**src/rtl/spdif_bmc_pkg.sv**
```systemverilog
package spdif_bmc_pkg;

  localparam int unsigned SUBFRAME_W = 32;
  localparam int unsigned CODE_W     = 4;
  localparam int unsigned PAYLOAD_W  = SUBFRAME_W - CODE_W;
  localparam int unsigned PRE_HB     = 2 * CODE_W;

  typedef enum logic [1:0] {
    KIND_BLOCK = 2'd0,
    KIND_LEFT  = 2'd1,
    KIND_RIGHT = 2'd2
  } pre_kind_e;

  function automatic pre_kind_e decode_kind(input logic [CODE_W-1:0] code);
    case (code)
      4'h1:    return KIND_BLOCK;
      4'h2:    return KIND_LEFT;
      default: return KIND_RIGHT;
    endcase
  endfunction

  // Half-bit levels for a line that was low before the preamble, leftmost first.
  function automatic logic [PRE_HB-1:0] kind_pattern(input pre_kind_e k);
    case (k)
      KIND_BLOCK: return 8'b1110_1000;
      KIND_LEFT:  return 8'b1110_0010;
      default:    return 8'b1110_0100;
    endcase
  endfunction

endpackage

```
**src/rtl/spdif_halfbit_tick.sv**
```systemverilog
module spdif_halfbit_tick #(
  parameter int unsigned DIV_LOG2_MAX = 2,
  parameter int unsigned SEL_W        = 2
) (
  input  logic             clk,
  input  logic             rst_n,
  input  logic             enable,
  input  logic [SEL_W-1:0] ratio_sel,
  output logic             tick
);
  localparam int unsigned CNT_W = (DIV_LOG2_MAX > 0) ? DIV_LOG2_MAX : 1;

  logic [CNT_W-1:0] cnt;
  logic [CNT_W-1:0] lim;

  always_comb begin
    if (32'(ratio_sel) >= DIV_LOG2_MAX) lim = '1;
    else                                lim = CNT_W'((32'd1 << ratio_sel) - 32'd1);
  end

  assign tick = enable && (cnt == lim);

  always_ff @(posedge clk or negedge rst_n) begin
    if (!rst_n)       cnt <= '0;
    else if (!enable) cnt <= '0;
    else if (tick)    cnt <= '0;
    else              cnt <= cnt + 1'b1;
  end

  AST_TICK_GAP: assert property (@(posedge clk) disable iff (!rst_n)
    (tick && lim != '0 && $stable(ratio_sel)) |=> !tick);

endmodule

```
**src/rtl/spdif_preamble_tracker.sv**
```systemverilog
module spdif_preamble_tracker
  import spdif_bmc_pkg::*;
#(
  parameter int unsigned FRAMES_PER_BLOCK = 192
) (
  input  logic      clk,
  input  logic      rst_n,
  input  logic      enable,
  input  logic      load,
  input  logic      fill,
  input  pre_kind_e in_kind,
  output pre_kind_e use_kind
);
  localparam int unsigned FIDX_W = (FRAMES_PER_BLOCK > 1) ? $clog2(FRAMES_PER_BLOCK) : 1;
  localparam logic [FIDX_W-1:0] FIDX_LAST = FIDX_W'(FRAMES_PER_BLOCK - 1);

  pre_kind_e         last_kind;
  logic [FIDX_W-1:0] fidx;
  pre_kind_e         predicted;

  always_comb begin
    if (last_kind != KIND_RIGHT) predicted = KIND_RIGHT;
    else if (fidx == FIDX_LAST)  predicted = KIND_BLOCK;
    else                         predicted = KIND_LEFT;
  end

  assign use_kind = fill ? predicted : in_kind;

  always_ff @(posedge clk or negedge rst_n) begin
    if (!rst_n) begin
      last_kind <= KIND_RIGHT;
      fidx      <= FIDX_LAST;
    end else if (!enable) begin
      last_kind <= KIND_RIGHT;
      fidx      <= FIDX_LAST;
    end else if (load) begin
      last_kind <= use_kind;
      case (use_kind)
        KIND_BLOCK: fidx <= '0;
        KIND_LEFT:  fidx <= (fidx == FIDX_LAST) ? '0 : fidx + 1'b1;
        default:    fidx <= fidx;
      endcase
    end
  end

  AST_FILL_AFTER_LEFT: assert property (@(posedge clk) disable iff (!rst_n)
    (enable && load && use_kind != KIND_RIGHT) |=> (!(load && fill) || use_kind == KIND_RIGHT));

endmodule

```
**src/rtl/spdif_bmc_serializer.sv**
```systemverilog
module spdif_bmc_serializer
  import spdif_bmc_pkg::*;
(
  input  logic                 clk,
  input  logic                 rst_n,
  input  logic                 enable,
  input  logic                 tick,
  input  logic [PAYLOAD_W-1:0] load_payload,
  input  pre_kind_e            load_kind,
  output logic                 need_load,
  output logic                 line
);
  localparam int unsigned HALF_BITS = 2 * (PAYLOAD_W + CODE_W);
  localparam int unsigned IDX_W     = $clog2(HALF_BITS);
  localparam logic [IDX_W-1:0] IDX_LAST = IDX_W'(HALF_BITS - 1);
  localparam logic [IDX_W-1:0] IDX_PRE  = IDX_W'(PRE_HB);
  localparam int unsigned PAT_W     = $clog2(PRE_HB);

  logic                 primed;
  logic [IDX_W-1:0]     idx;
  logic [PRE_HB-1:0]    pat;
  logic [PAYLOAD_W-1:0] shreg;
  logic                 inv_q;
  logic                 line_nxt;
  logic                 in_pre;

  assign in_pre    = (idx < IDX_PRE);
  assign need_load = enable && tick && (!primed || idx == IDX_LAST);

  always_comb begin
    if (in_pre)
      line_nxt = pat[PAT_W'(IDX_PRE - 1'b1 - idx)] ^ ((idx == '0) ? line : inv_q);
    else if (!idx[0])
      line_nxt = !line;
    else
      line_nxt = shreg[0] ? !line : line;
  end

  always_ff @(posedge clk or negedge rst_n) begin
    if (!rst_n) begin
      primed <= 1'b0; idx <= '0; pat <= '0; shreg <= '0; inv_q <= 1'b0; line <= 1'b0;
    end else if (!enable) begin
      primed <= 1'b0; idx <= '0; pat <= '0; shreg <= '0; inv_q <= 1'b0; line <= 1'b0;
    end else if (tick) begin
      if (primed) begin
        line <= line_nxt;
        if (idx == '0) inv_q <= line;
        if (!in_pre && idx[0]) shreg <= shreg >> 1;
        idx <= (idx == IDX_LAST) ? '0 : idx + 1'b1;
      end
      if (need_load) begin
        pat    <= kind_pattern(load_kind);
        shreg  <= load_payload;
        primed <= 1'b1;
      end
    end
  end

  AST_CELL_FLIP: assert property (@(posedge clk) disable iff (!rst_n)
    (enable && tick && primed && !in_pre && !idx[0]) |=> (line != $past(line)));

endmodule

```
**src/rtl/spdif_bmc_encoder.sv**
```systemverilog
module spdif_bmc_encoder
  import spdif_bmc_pkg::*;
#(
  parameter int unsigned FRAMES_PER_BLOCK = 192,
  parameter int unsigned DIV_LOG2_MAX     = 2
) (
  input  logic        clk,
  input  logic        rst_n,
  input  logic        enable,
  input  logic [1:0]  ratio_sel,
  input  logic        s_valid,
  input  logic [31:0] s_data,
  output logic        s_ready,
  output logic        line_out,
  output logic        underflow
);
  logic                 tick;
  logic                 need_load;
  logic                 fill;
  logic [PAYLOAD_W-1:0] payload;
  pre_kind_e            use_kind;

  spdif_halfbit_tick #(.DIV_LOG2_MAX(DIV_LOG2_MAX), .SEL_W(2)) u_tick (
    .clk(clk), .rst_n(rst_n), .enable(enable), .ratio_sel(ratio_sel), .tick(tick)
  );

  assign s_ready = need_load;
  assign fill    = need_load && !s_valid;
  assign payload = fill ? '0 : s_data[SUBFRAME_W-1:CODE_W];

  spdif_preamble_tracker #(.FRAMES_PER_BLOCK(FRAMES_PER_BLOCK)) u_track (
    .clk(clk), .rst_n(rst_n), .enable(enable), .load(need_load), .fill(fill),
    .in_kind(decode_kind(s_data[CODE_W-1:0])), .use_kind(use_kind)
  );

  spdif_bmc_serializer u_ser (
    .clk(clk), .rst_n(rst_n), .enable(enable), .tick(tick),
    .load_payload(payload), .load_kind(use_kind),
    .need_load(need_load), .line(line_out)
  );

  always_ff @(posedge clk or negedge rst_n) begin
    if (!rst_n)       underflow <= 1'b0;
    else if (!enable) underflow <= 1'b0;
    else              underflow <= fill;
  end

  AST_DISABLED_LOW: assert property (@(posedge clk) disable iff (!rst_n)
    !enable |=> (!line_out && !underflow));
  AST_QUIET_OFF_TICK: assert property (@(posedge clk) disable iff (!rst_n)
    (enable && !tick) |=> $stable(line_out));
  AST_READY_SINGLE: assert property (@(posedge clk) disable iff (!rst_n)
    s_ready |=> !s_ready);
  AST_UF_PULSE: assert property (@(posedge clk) disable iff (!rst_n)
    underflow |=> !underflow);
  AST_TAKE_NO_UF: assert property (@(posedge clk) disable iff (!rst_n)
    (s_ready && s_valid && enable) |=> !underflow);

endmodule

```
**config.mk**
```make
export PLATFORM = sky130hd
export DESIGN_NAME = spdif_bmc_encoder
export DESIGN_NICKNAME = d
export VERILOG_FILES = /design/src/rtl/spdif_bmc_pkg.sv /design/src/rtl/spdif_halfbit_tick.sv /design/src/rtl/spdif_preamble_tracker.sv /design/src/rtl/spdif_bmc_serializer.sv /design/src/rtl/spdif_bmc_encoder.sv
export SDC_FILE = /design/constraint.sdc
export NUM_CORES = 1
export LEC_CHECK = 0
export BUFFER_PORTS_ARGS = -buffer_cell sky130_fd_sc_hd__clkbuf_2
export CAP_MARGIN = 5
export CORE_UTILIZATION = 50
export DETAILED_ROUTE_END_ITERATION = 12
export PLACE_DENSITY_LB_ADDON = 0.15
export SYNTH_ARGS = -nofsm -noshare
export SYNTH_HDL_FRONTEND = slang
export SYNTH_SLANG_ARGS = --single-unit
```
**constraint.sdc**
```tcl
create_clock -name clk -period 2.7 [get_ports clk]
set_clock_uncertainty 0.1 [all_clocks]
set_input_delay 0.81 -clock clk [delete_from_list [all_inputs] [get_ports clk]]
set_output_delay 0.81 -clock clk [all_outputs]
set_load 0.02 [all_outputs]
```
==> Implementation_results.wiki <==
{| class="wikitable"
! Metric !! Value
|-
| Result of the run || finished with violations
|-
| Violations in the final reports || setup timing
|-
| Final standard cell area without fillers || 3670 um2
|-
| Standard cell area after detailed placement || 3490 um2
|-
| Number of port buffers || 40
|-
| Register clock-pin slew on the reported worst setup and hold paths || 0.09 ns
|-
| MaxCap Viol Count || 0
|-
| Grt total ovfl || 0
|-
| Routed via count || 2553
|-
| Time the worst path needs with I/O delays and setup || 2.76 ns
|-
| Leakage power figure || 0.00158 uW
|-
| Worst flop-to-flop path endpoint || u_ser.shreg[21]
|-
| Clock latency on the worst-skew pair || 0.31 ns
|-
| Max transition margin || 60.0%
|-
| Startpoint of the lowest-slack hold path || u_ser.shreg[17]
|-
| Placed wire-length estimate after detailed placement || 4.44 mm
|-
| Aggregate global-route resource usage || 22.1%
|-
| Routed length per placed instance || 14.3 um
|-
| Largest net degree at the start of global routing || 56
|-
| Asr flop ratio synth || 100%
|-
| Unrepaired setup endpoints after global routing || true
|-
| I/O Pins || 41
|-
| Crit path setup slack, layout || -0.0563 ns
|-
| Synth Register Bits || 53
|-
| Ratio of cells with drive above 1 in the final layout || 24.1%
|-
| Sequential area share after synthesis || 43.7%
|-
| Register-to-Register Setup Slack || 0.35 ns
|-
| Area of the mapped netlist || 3060 um2
|-
| Deepest level of the CTS H-tree || 2
|-
| WHS Endpoint || u_ser.shreg[17]
|-
| Area Overhead vs Synth || 20.0%
|-
| Worst Setup End Kind || output port
|-
| Die boundary width || 80.2 um
|-
| Peak VDD IR || 0.364 mV
|-
| Depth of the worst hold-timing path || 2
|-
| Worst endpoint data arrival time || 1.85 ns
|-
| Number of distinct standard cells referenced by the synthesized netlist || 46
|-
| Startpoint-to-endpoint class of the critical path || in -> out
|-
| Final Core Density || 62.0%
|-
| Required time reported for the critical path endpoint || 1.79 ns
|-
| Count of unresolved DRC violations after routing || 0
|-
| Max Transition Viols Final || 0
|-
| # rows || 28
|-
| Core outline area || 5920 um2
|-
| Fmax || 363 MHz
|-
| Number of nets produced by synthesis || 366
|-
| Most used flip-flop cell after synthesis || sky130_fd_sc_hd__dfrtp_1
|-
| TritonCTS clock tree || built
|-
| Avg Synthesized Cell Area || 9.41 um2
|-
| Starting density of the core || 51.6%
|-
| Antenna diode count || 0
|-
| Worst hold-check path type || reg -> reg
|-
| Height of the chip || 80.2 um
|-
| CP Launch Type || primary input
|-
| Max clock buf depth || 2
|-
| Total power per unit cell area || 501 nW/um2
|-
| Per-cell via count in the routed design || 5.60
|-
| First-pass GRT wire length || 11.0 mm
|-
| Count of hold-fix buffers inserted at cts || 0
|-
| Die area || 6430 um2
|-
| First-pass detailed-route iteration total || 4
|-
| R2R Path Start || u_ser.idx[0]
|-
| Post-synth EDFFs || 0
|-
| Number of nets with antenna violations after routing || 0
|-
| Count of endpoints failing setup in the final report || 1
|-
| RD Place Congestion || 0.791
|-
| Number of cells traversed by the worst register-to-register path || 9
|-
| Clk sink count || 53
|-
| Master cell of the clock root buffer || sky130_fd_sc_hd__clkbuf_8
|-
| Clock buffer count from CTS || 5
|-
| Layout fillers || 522
|-
| Total number of yosys warnings || 0
|-
| Via count of the first global-routing pass || 2337
|-
| Number of nets in the finished design || 421
|-
| Drt initial violations || 121
|-
| Critical path startpoint || ratio_sel[0]
|-
| Initial antenna violation count || 0
|-
| Final hold violation count || 0
|-
| Post-Synthesis Cells || 325
|-
| Crit share post-route || 102%
|-
| Worst-path maximum fanout || 2
|-
| Slew @ Worst Pin || 0.601 ns
|-
| Wire length after detailed routing || 6.54 mm
|}
routing by layer:
layer | track usage [%] | share of wire, % | up-vias
met5 | 0 | 0 | -
met2 | 35.8 | 47 | 41
met1 | 29.9 | 48 | 1223
met3 | 4.20 | 3.3 | 7
met4 | 6.96 | 1.5 | 0
li1 | - | - | 1282
registers in the layout, indices dropped and copies added, names as in the netlist:
register and cells:
u_track.last_kind 2, u_ser.shreg 28, u_ser.line 1, u_tick.cnt 2, underflow 1, u_ser.idx 6
u_ser.inv_q 1, u_track.fidx 8, u_ser.pat 4
placed cells by master (no fill, tap or decap), types with 3 or more instances in the layout:
| cell type | synthesis | routed |
|---|---|---|
| sky130_fd_sc_hd__o211ai_1 | 7 | 7 |
| sky130_fd_sc_hd__nand4_1 | 3 | 3 |
| sky130_fd_sc_hd__dfstp_2 | 8 | 8 |
| sky130_fd_sc_hd__nand2_1 | 39 | 39 |
| sky130_fd_sc_hd__or3_1 | 3 | 3 |
| sky130_fd_sc_hd__inv_1 | 8 | 8 |
| sky130_fd_sc_hd__clkbuf_8 | 0 | 6 |
| sky130_fd_sc_hd__o31a_1 | 4 | 4 |
| sky130_fd_sc_hd__and3_1 | 3 | 3 |
| sky130_fd_sc_hd__nor2_1 | 23 | 23 |
| sky130_fd_sc_hd__o31ai_1 | 28 | 28 |
| sky130_fd_sc_hd__dfrtp_1 | 45 | 44 |
| sky130_fd_sc_hd__and2_1 | 28 | 28 |
| sky130_fd_sc_hd__nor2b_1 | 3 | 3 |
| sky130_fd_sc_hd__ha_1 | 3 | 3 |
| sky130_fd_sc_hd__mux2i_1 | 28 | 28 |
| sky130_fd_sc_hd__a21oi_1 | 11 | 11 |
| sky130_fd_sc_hd__nor3_1 | 5 | 5 |
| sky130_fd_sc_hd__o21ai_0 | 8 | 8 |
| sky130_fd_sc_hd__o2111ai_1 | 5 | 5 |
| sky130_fd_sc_hd__buf_4 | 1 | 25 |
| sky130_fd_sc_hd__clkbuf_2 | 0 | 38 |
| sky130_fd_sc_hd__buf_12 | 0 | 3 |
| sky130_fd_sc_hd__nand3_1 | 15 | 15 |
through the flow:
step	TNS [ns]	total power (uW)	hold WS, ns	setup WS (ns)	std cells
2_1_floorplan	-0.0552	1140	0.348	-0.0552	325
3_3_place_gp	-0.268	1270	0.358	-0.116	442
3_5_place_dp	-1.06	1280	0.365	-0.139	442
4_1_cts	-0.0549	1850	0.386	-0.0549	453
5_1_grt	-0.0941	1940	0.411	-0.0941	456
6_report	-0.0563	1840	0.383	-0.0563	456
worst max-delay path by stage:
| stage | end | depth (start not counted) |
|---|---|---|
| after global routing | s_ready | 6 |
| after global placement | s_ready | 6 |
| final | s_ready | 6 |
| after floorplan | s_ready | 5 |
| after detailed placement | s_ready | 6 |
| after CTS | s_ready | 6 |
cell usage after synthesis (4+ instances only):
cell type | count | area [um2]
sky130_fd_sc_hd__nor2_1 | 23 | 86.3
sky130_fd_sc_hd__nand2_1 | 39 | 146
sky130_fd_sc_hd__mux2i_1 | 28 | 280
sky130_fd_sc_hd__inv_1 | 8 | 30.0
sky130_fd_sc_hd__o21ai_0 | 8 | 40.0
sky130_fd_sc_hd__and2_1 | 28 | 175
sky130_fd_sc_hd__o2111ai_1 | 5 | 43.8
sky130_fd_sc_hd__nor3_1 | 5 | 25.0
sky130_fd_sc_hd__clkbuf_1 | 15 | 56.3
sky130_fd_sc_hd__o211ai_1 | 7 | 52.6
sky130_fd_sc_hd__a21oi_1 | 11 | 55.1
sky130_fd_sc_hd__dfstp_2 | 8 | 210
sky130_fd_sc_hd__nand3_1 | 15 | 75.1
sky130_fd_sc_hd__o31ai_1 | 28 | 210
sky130_fd_sc_hd__o31a_1 | 4 | 35.0
sky130_fd_sc_hd__dfrtp_1 | 45 | 1130
critical path, cell delays in order:
cell                       delay (ns)
sky130_fd_sc_hd__buf_8           0.10
sky130_fd_sc_hd__xor2_4          0.17
sky130_fd_sc_hd__o31a_1          0.32
sky130_fd_sc_hd__or2_4           0.28
sky130_fd_sc_hd__clkinv_4        0.06
sky130_fd_sc_hd__buf_8           0.10
kinds of logic (layout without fill, tap and decap cells):
kind of cell	Yosys count	count (layout)	share of synthesized area, %
fa+ha+maj	3	3	1.23
flops	53	53	43.7
compound gates	77	77	18.6
buf+inv	29	85	4.46
mux	28	28	9.17
xor+xnor	5	5	1.43
simple gates	130	130	21.4
layout make-up:
| type | count | area, um2 | share of cell area [%] |
|---|---|---|---|
| repair buffers | 68 | 468 | 12.8 |
| well taps | 75 | 93.8 | 2.56 |
| flip-flops and latches | 53 | 1340 | 36.5 |
| clock inverters | 1 | 30.0 | 0.819 |
| inverters | 9 | 38.8 | 1.06 |
| clock buffers | 7 | 86.3 | 2.35 |
| multi-input cells | 243 | 1610 | 44.0 |
repair_timing:
item | in CTS | in global routing
hold endpoints to repair | 0 | 0
setup endpoints to repair | 1 | 1
resized for setup | 3 | 6
pin swaps | 1 | 2
setup buffers | 3 | 3
report_power, final:
part / internal [uW] / leakage (uW) / switching, uW
clock network: 303 / 0.0000585 / 257
registers: 840 / 0.000706 / 33.9
logic: 181 / 0.000815 / 223
No activity file was read; power rests on OpenSTA's default activity.
